<file path="src/rtl/iqw_pkg.sv">
package iqw_pkg;

    typedef enum logic [1:0] {
        ST_FREE = 2'd0,
        ST_FAST = 2'd1,
        ST_SLOW = 2'd2
    } iqw_slot_state_e;

    typedef enum logic {
        PH_IDLE   = 1'b0,
        PH_ACTIVE = 1'b1
    } iqw_phase_e;

endpackage

</file>
<file path="src/rtl/iqw_phase_gen.sv">
module iqw_phase_gen
    import iqw_pkg::*;
(
    input  logic clk,
    input  logic rst_n,
    output logic active
);

    iqw_phase_e ph_q, ph_d;

    always_ff @(posedge clk or negedge rst_n) begin
        if (!rst_n) ph_q <= PH_IDLE;
        else        ph_q <= ph_d;
    end

    always_comb begin
        ph_d = PH_IDLE;
        unique case (ph_q)
            PH_IDLE:   ph_d = PH_ACTIVE;
            PH_ACTIVE: ph_d = PH_IDLE;
            default:   ph_d = PH_IDLE;
        endcase
    end

    assign active = (ph_q == PH_ACTIVE);

    // phase alternates every cycle
    a_r1_idle_to_active: assert property (@(posedge clk) disable iff (!rst_n)
        !active |=> active);
    a_r1_active_to_idle: assert property (@(posedge clk) disable iff (!rst_n)
        active |=> !active);

endmodule

</file>
<file path="src/rtl/iqw_bcast_hold.sv">
module iqw_bcast_hold #(
    parameter int IW   = 4,
    parameter int TAGW = 7
) (
    input  logic                      clk,
    input  logic                      rst_n,
    input  logic [IW-1:0]             in_valid,
    input  logic [IW-1:0][TAGW-1:0]   in_tag,
    output logic [IW-1:0]             held_valid,
    output logic [IW-1:0][TAGW-1:0]   held_tag
);

    always_ff @(posedge clk or negedge rst_n) begin
        if (!rst_n) begin
            held_valid <= '0;
            held_tag   <= '0;
        end else begin
            held_valid <= in_valid;
            held_tag   <= in_tag;
        end
    end

endmodule

</file>
<file path="src/rtl/iqw_tag_cmp.sv">
module iqw_tag_cmp #(
    parameter int IW   = 4,
    parameter int TAGW = 7
) (
    input  logic                      en,
    input  logic [TAGW-1:0]           src_tag,
    input  logic [IW-1:0]             lane_valid,
    input  logic [IW-1:0][TAGW-1:0]   lane_tag,
    output logic                      hit
);

    logic [IW-1:0] lane_hit;

    for (genvar g = 0; g < IW; g++) begin : g_lane
        assign lane_hit[g] = en && lane_valid[g] && (lane_tag[g] == src_tag);
    end

    assign hit = |lane_hit;

endmodule

</file>
<file path="src/rtl/iqw_slot.sv">
module iqw_slot
    import iqw_pkg::*;
#(
    parameter int IW   = 4,
    parameter int TAGW = 7
) (
    input  logic                      clk,
    input  logic                      rst_n,
    input  logic                      phase_active,
    input  logic                      alloc_hit,
    input  logic [TAGW-1:0]           alloc_tag_l,
    input  logic [TAGW-1:0]           alloc_tag_r,
    input  logic                      alloc_rdy_l,
    input  logic                      alloc_rdy_r,
    input  logic                      alloc_slow,
    input  logic                      release_hit,
    input  logic [IW-1:0]             cur_valid,
    input  logic [IW-1:0][TAGW-1:0]   cur_tag,
    input  logic [IW-1:0]             held_valid,
    input  logic [IW-1:0][TAGW-1:0]   held_tag,
    output logic                      ready
);

    iqw_slot_state_e st_q, st_d;
    logic [TAGW-1:0] tag_l_q, tag_r_q, tag_l_d, tag_r_d;
    logic            rdy_l_q, rdy_r_q, rdy_l_d, rdy_r_d;

    logic cur_en, held_en;
    logic hit_cur_l, hit_cur_r, hit_held_l, hit_held_r;
    logic hit_new_l, hit_new_r;

    // slot controller: fast slots compare every cycle, slow ones only when active
    always_comb begin
        cur_en  = 1'b0;
        held_en = 1'b0;
        unique case (st_q)
            ST_FREE: begin
                cur_en  = 1'b0;
                held_en = 1'b0;
            end
            ST_FAST: begin
                cur_en  = 1'b1;
                held_en = 1'b0;
            end
            ST_SLOW: begin
                cur_en  = phase_active;
                held_en = phase_active;
            end
            default: begin
                cur_en  = 1'b0;
                held_en = 1'b0;
            end
        endcase
    end

    iqw_tag_cmp #(.IW(IW), .TAGW(TAGW)) u_cmp_cur_l (
        .en(cur_en), .src_tag(tag_l_q), .lane_valid(cur_valid),
        .lane_tag(cur_tag), .hit(hit_cur_l));
    iqw_tag_cmp #(.IW(IW), .TAGW(TAGW)) u_cmp_cur_r (
        .en(cur_en), .src_tag(tag_r_q), .lane_valid(cur_valid),
        .lane_tag(cur_tag), .hit(hit_cur_r));
    iqw_tag_cmp #(.IW(IW), .TAGW(TAGW)) u_cmp_held_l (
        .en(held_en), .src_tag(tag_l_q), .lane_valid(held_valid),
        .lane_tag(held_tag), .hit(hit_held_l));
    iqw_tag_cmp #(.IW(IW), .TAGW(TAGW)) u_cmp_held_r (
        .en(held_en), .src_tag(tag_r_q), .lane_valid(held_valid),
        .lane_tag(held_tag), .hit(hit_held_r));
    iqw_tag_cmp #(.IW(IW), .TAGW(TAGW)) u_cmp_new_l (
        .en(alloc_hit), .src_tag(alloc_tag_l), .lane_valid(cur_valid),
        .lane_tag(cur_tag), .hit(hit_new_l));
    iqw_tag_cmp #(.IW(IW), .TAGW(TAGW)) u_cmp_new_r (
        .en(alloc_hit), .src_tag(alloc_tag_r), .lane_valid(cur_valid),
        .lane_tag(cur_tag), .hit(hit_new_r));

    // next state and flag update
    always_comb begin
        st_d    = st_q;
        tag_l_d = tag_l_q;
        tag_r_d = tag_r_q;
        rdy_l_d = rdy_l_q;
        rdy_r_d = rdy_r_q;
        if (alloc_hit) begin
            st_d    = alloc_slow ? ST_SLOW : ST_FAST;
            tag_l_d = alloc_tag_l;
            tag_r_d = alloc_tag_r;
            rdy_l_d = alloc_rdy_l | hit_new_l;
            rdy_r_d = alloc_rdy_r | hit_new_r;
        end else if (release_hit) begin
            st_d    = ST_FREE;
            rdy_l_d = 1'b0;
            rdy_r_d = 1'b0;
        end else begin
            unique case (st_q)
                ST_FREE: st_d = ST_FREE;
                ST_FAST, ST_SLOW: begin
                    rdy_l_d = rdy_l_q | hit_cur_l | hit_held_l;
                    rdy_r_d = rdy_r_q | hit_cur_r | hit_held_r;
                end
                default: st_d = ST_FREE;
            endcase
        end
    end

    always_ff @(posedge clk or negedge rst_n) begin
        if (!rst_n) begin
            st_q    <= ST_FREE;
            tag_l_q <= '0;
            tag_r_q <= '0;
            rdy_l_q <= 1'b0;
            rdy_r_q <= 1'b0;
        end else begin
            st_q    <= st_d;
            tag_l_q <= tag_l_d;
            tag_r_q <= tag_r_d;
            rdy_l_q <= rdy_l_d;
            rdy_r_q <= rdy_r_d;
        end
    end

    assign ready = (st_q != ST_FREE) && rdy_l_q && rdy_r_q;

    // slow slot holds its flags through an idle-phase edge
    a_r6_slow_idle_hold: assert property (@(posedge clk) disable iff (!rst_n)
        (st_q == ST_SLOW && !phase_active && !alloc_hit && !release_hit)
        |=> ($stable(rdy_l_q) && $stable(rdy_r_q)));

    // a set flag stays set unless the slot is rewritten or freed
    a_r9_flag_sticky: assert property (@(posedge clk) disable iff (!rst_n)
        (st_q != ST_FREE && rdy_l_q && !alloc_hit && !release_hit) |=> rdy_l_q);

    // release without allocation frees the slot
    a_r8_release_frees: assert property (@(posedge clk) disable iff (!rst_n)
        (release_hit && !alloc_hit) |=> (st_q == ST_FREE && !ready));

    // with no valid lane now or one cycle ago, flags cannot rise
    a_r5_no_valid_no_wake: assert property (@(posedge clk) disable iff (!rst_n)
        (!(|cur_valid) && !(|held_valid) && !alloc_hit && !release_hit)
        |=> ($stable(rdy_l_q) && $stable(rdy_r_q)));

endmodule

</file>
<file path="src/rtl/iqw_wakeup_top.sv">
module iqw_wakeup_top #(
    parameter int ENTRIES = 16,
    parameter int IW      = 4,
    parameter int TAGW    = 7,
    localparam int IDXW   = (ENTRIES > 1) ? $clog2(ENTRIES) : 1
) (
    input  logic                      clk,
    input  logic                      rst_n,
    input  logic                      alloc_valid,
    input  logic [IDXW-1:0]           alloc_idx,
    input  logic [TAGW-1:0]           alloc_tag_l,
    input  logic [TAGW-1:0]           alloc_tag_r,
    input  logic                      alloc_rdy_l,
    input  logic                      alloc_rdy_r,
    input  logic                      alloc_slow,
    input  logic [IW-1:0]             bc_valid,
    input  logic [IW-1:0][TAGW-1:0]   bc_tag,
    input  logic                      release_valid,
    input  logic [IDXW-1:0]           release_idx,
    output logic [ENTRIES-1:0]        issue_ready
);

    logic                    phase_active;
    logic [IW-1:0]           held_valid;
    logic [IW-1:0][TAGW-1:0] held_tag;

    iqw_phase_gen u_phase (
        .clk(clk), .rst_n(rst_n), .active(phase_active));

    iqw_bcast_hold #(.IW(IW), .TAGW(TAGW)) u_hold (
        .clk(clk), .rst_n(rst_n),
        .in_valid(bc_valid), .in_tag(bc_tag),
        .held_valid(held_valid), .held_tag(held_tag));

    for (genvar e = 0; e < ENTRIES; e++) begin : g_slot
        logic a_hit, r_hit;
        assign a_hit = alloc_valid   && (alloc_idx   == IDXW'(e));
        assign r_hit = release_valid && (release_idx == IDXW'(e));

        iqw_slot #(.IW(IW), .TAGW(TAGW)) u_slot (
            .clk(clk), .rst_n(rst_n), .phase_active(phase_active),
            .alloc_hit(a_hit),
            .alloc_tag_l(alloc_tag_l), .alloc_tag_r(alloc_tag_r),
            .alloc_rdy_l(alloc_rdy_l), .alloc_rdy_r(alloc_rdy_r),
            .alloc_slow(alloc_slow), .release_hit(r_hit),
            .cur_valid(bc_valid), .cur_tag(bc_tag),
            .held_valid(held_valid), .held_tag(held_tag),
            .ready(issue_ready[e]));
    end

    // allocation with both operands available is ready next cycle
    a_r2_alloc_ready: assert property (@(posedge clk) disable iff (!rst_n)
        (alloc_valid && alloc_rdy_l && alloc_rdy_r && (32'(alloc_idx) < ENTRIES))
        |=> issue_ready[$past(alloc_idx)]);

endmodule

</file>
<file path="config.mk">
export PLATFORM = sky130hd
export DESIGN_NAME = iqw_wakeup_top
export DESIGN_NICKNAME = d
export VERILOG_FILES = /design/src/rtl/iqw_pkg.sv /design/src/rtl/iqw_phase_gen.sv /design/src/rtl/iqw_bcast_hold.sv /design/src/rtl/iqw_tag_cmp.sv /design/src/rtl/iqw_slot.sv /design/src/rtl/iqw_wakeup_top.sv
export SDC_FILE = /design/constraint.sdc
export NUM_CORES = 2
export LEC_CHECK = 0
export BUFFER_PORTS_ARGS = -buffer_cell sky130_fd_sc_hd__buf_2
export CAP_MARGIN = 15
export CELL_PAD_IN_SITES_DETAIL_PLACEMENT = 1
export CELL_PAD_IN_SITES_GLOBAL_PLACEMENT = 1
export CORE_MARGIN = 1
export CORE_UTILIZATION = 45
export CTS_CLUSTER_DIAMETER = 100
export DETAILED_ROUTE_END_ITERATION = 8
export PLACE_DENSITY_LB_ADDON = 0.1
export SLEW_MARGIN = 15
export SYNTH_ARGS = -nofsm -noshare
export SYNTH_HDL_FRONTEND = slang
export SYNTH_HIERARCHICAL = 1
export SYNTH_SLANG_ARGS = --single-unit
export TNS_END_PERCENT = 1
</file>
<file path="constraint.sdc">
create_clock -name clk -period 5.1 [get_ports clk]
set_input_delay 0.765 -clock clk [delete_from_list [all_inputs] [get_ports clk]]
set_output_delay 0.765 -clock clk [all_outputs]
set_load 0.05 [all_outputs]
</file>
==> qor.txt <==
Status -> complete, no violations
Relative slew slack -> 12.22%
CTS sink cnt -> 321
CTS Hold Buffers Added -> 0
Total CTS buffers -> 48
Total setup buffers inserted after CTS -> 0
IO Port Bufs -> 76
Gr usage total -> 44.10%
Final nets -> 5385
Initial DRC Count -> 5120
Yosys warning count -> 6
Worst endpoint required time -> 5.68 ns
Max incr delay on CP -> 1.24 ns
Share of the synthesized area in the top cell type -> 33.10%
Row count -> 116
Area leader, netlist -> xnor2_1
Detailed Place HPWL -> 138600 µm
ANT nets after route -> 0
CP Max Fanout -> 24
DP Area -> 48780 µm²
Startpoint type of the worst setup path -> flip-flop
Achievable Freq -> 291.8 MHz
Reg clk slew, reported paths -> 0.06 ns
Async set-reset flop share out of synthesis -> 100.0%
CTS resizes -> 0
Seq/Total Area, Yosys -> 17.57%
Final TNS setup -> 0 ns
Syn Inst Count -> 5120
Syn_nets -> 5229
H-tree depth -> 2
Netlist cell types -> 27
Initial antenna violation count -> 9
Flops & latches, synth -> 321
Power Density -> 295.6 nW/µm²
Post-Syn Area -> 45730 µm²
Via-to-Cell Ratio -> 6.698
Commonest non-fill, non-tap cell in the layout -> xnor2_1
Ranking of synthesized cells by area -> xnor2_1 33%, xor2_1 18%, dfrtp_1 18%
Num ports -> 77
Most frequent cells in the layout -> 1728 x xnor2_1, 960 x xor2_1, 384 x nand4_1
Max-slew violations -> 0
Pre-CTS setup slack -> 1.638 ns
Die ar. -> 102900 µm²
Crit path time final -> 3.427 ns
Final Hold Fails -> 0
Final Cycle Share -> 67.20%
Root Buffer -> clkbuf_16
Global-route wire length before repair -> 331800 µm
Post-route setup slack -> 1.673 ns
Vias in the first global route -> 45330
Worst-skew pair later-pin latency -> 0.69 ns
Drt pass-1 iters -> 5
Drt total wl -> 231100 µm
Die Y-Extent -> 320.8 µm
Crit path arrival time -> 4.00 ns
Largest net degree at the start of global routing -> 88
# DRC -> 0
CP Capture Type -> flip-flop
Area Overhead vs Synth -> 10.48%
Family with the most delay on the worst path -> simple AND/OR/NAND/NOR gates
Worst path slowest cell -> dfrtp_2
Avg Cell Area, Syn -> 8.931 µm²
CTS tree -> done
Hold slack final -> 0.07748 ns
Worst Path Buf+Inv -> 0
Final Skew -> 0.04007 ns
Fin area -> 50520 µm²
GPL Wtd Cong -> 0.9161
Routed wire length per instance -> 34.60 µm
Layout cells sized above 1 -> 11.73%
Via count -> 44740
Worst-path cell chain -> and2_1, o21a_1, nand2_1, or4_1, o22ai_1, or3_1, nor2_1, o221ai_2
Post-synth top flop -> dfrtp_1
DIE WIDTH -> 320.8 µm
Starting Density -> 45.53%
Grt ovf -> 0
Max cap viols -> 0
Slew @ Worst Pin -> 1.317 ns
EDFF count, synth -> 0
CTS Buffer Depth -> 3
RSZ-0062 raised after global routing -> no
Critical path type -> reg2reg
# setup viols final -> 0
Core area -> 100400 µm²
Worst Hold Class -> in2async
Leak -> 16.67 nW
Final Util -> 50.30%
Max VDD drop -> 0.2723 mV
==> power breakdown <==
part	leakage, nW	internal, mW	switching (mW)
Clock	0.843	2.32	1.51
Combinational	11.9	3.12	2.82
Sequential	3.96	2.98	2.19
==> final timing paths <==
kind	endpoint	from	slack, ns	cells after the start
worst max-delay path	g_slot[6].u_slot/rdy_r_q	u_phase/active	1.67	8
worst min-delay path	g_slot[0].u_slot/st_q[1]	rst_n	0.08	1
worst max register to register	g_slot[6].u_slot/rdy_r_q	u_phase/active	1.67	8
worst min register to register	g_slot[15].u_slot/st_q[1]	g_slot[15].u_slot/st_q[1]	0.59	2
max in group asynchronous	g_slot[10].u_slot/st_q[0]	rst_n	3.60	2
min in group clk	u_hold/held_tag[5]	bc_tag[5]	0.56	1
==> routing by layer <==
| layer | global-route usage, % | routed length, µm |
|---|---|---|
| met4 | 27.42 | 16330 |
| met1 | 57.54 | 92390 |
| met3 | 8.229 | 23620 |
| met2 | 67.06 | 98750 |
| met5 | 0 | 26 |
==> state kept, by name, indices dropped and copies added (netlist names) <==
name,cells
g_slot.u_slot/rdy_r_q,16
g_slot.u_slot/st_q,32
u_hold/held_tag,28
g_slot.u_slot/tag_r_q,112
g_slot.u_slot/tag_l_q,112
u_phase/active,1
g_slot.u_slot/rdy_l_q,16
u_hold/held_valid,4
==> final cells by class <==
class | instances | area [µm²]
diodes | 9 | 22.52
clock buffers | 59 | 1304
clock inverters | 28 | 416.7
fillers | 11750 | 49920
inverters | 33 | 123.9
multi-input cells | 4638 | 36900
flip-flops and latches | 321 | 8087
well taps | 1357 | 1698
repair buffers | 234 | 1966
==> cells in the mapped netlist, types with 18 or more instances <==
cell and number:
buf_4 32, clkbuf_2 96, dfrtp_1 321, ha_1 48, inv_1 33, mux2_2 208, nand2_1 226, nand2b_1 36
nand3_1 194, nand3b_1 36, nand4_1 384, nor2_1 72, nor4_1 192, o21ai_0 48, o221ai_2 32, o22ai_1 96
or3_1 96, or3b_4 18, or4_1 192, xnor2_1 1728, xor2_1 960
==> metrics by stage <==
| step | std cells | power [mW] |
|---|---|---|
| CTS | 6670 | 14.82 |
| floorplan | 5120 | 8.695 |
| global route | 6674 | 15.55 |
| finish | 6679 | 14.93 |
| detailed placement | 6583 | 10.96 |
| global placement | 6583 | 10.70 |
==> worst reg2reg max path, cell delays in order (launching register included) <==
cell,delay [ns]
dfrtp_2,1.24
and2_1,0.48
o21a_1,0.42
nand2_1,0.09
or4_1,0.54
o22ai_1,0.18
or3_1,0.13
nor2_1,0.08
o221ai_2,0.15
==> logic make-up after synthesis <==
kind of cell	after synthesis	synth area share [%]
adders and majority gates	48	1.313
AOI/OAI and AO/OA	192	3.152
and+or+nand+nor	1470	18.77
xor gates and xnor gates	2688	51.48
DFF	321	17.57
muxes	240	5.866
buffers and inverters	161	1.847
(Power assumes the default switching activity.)
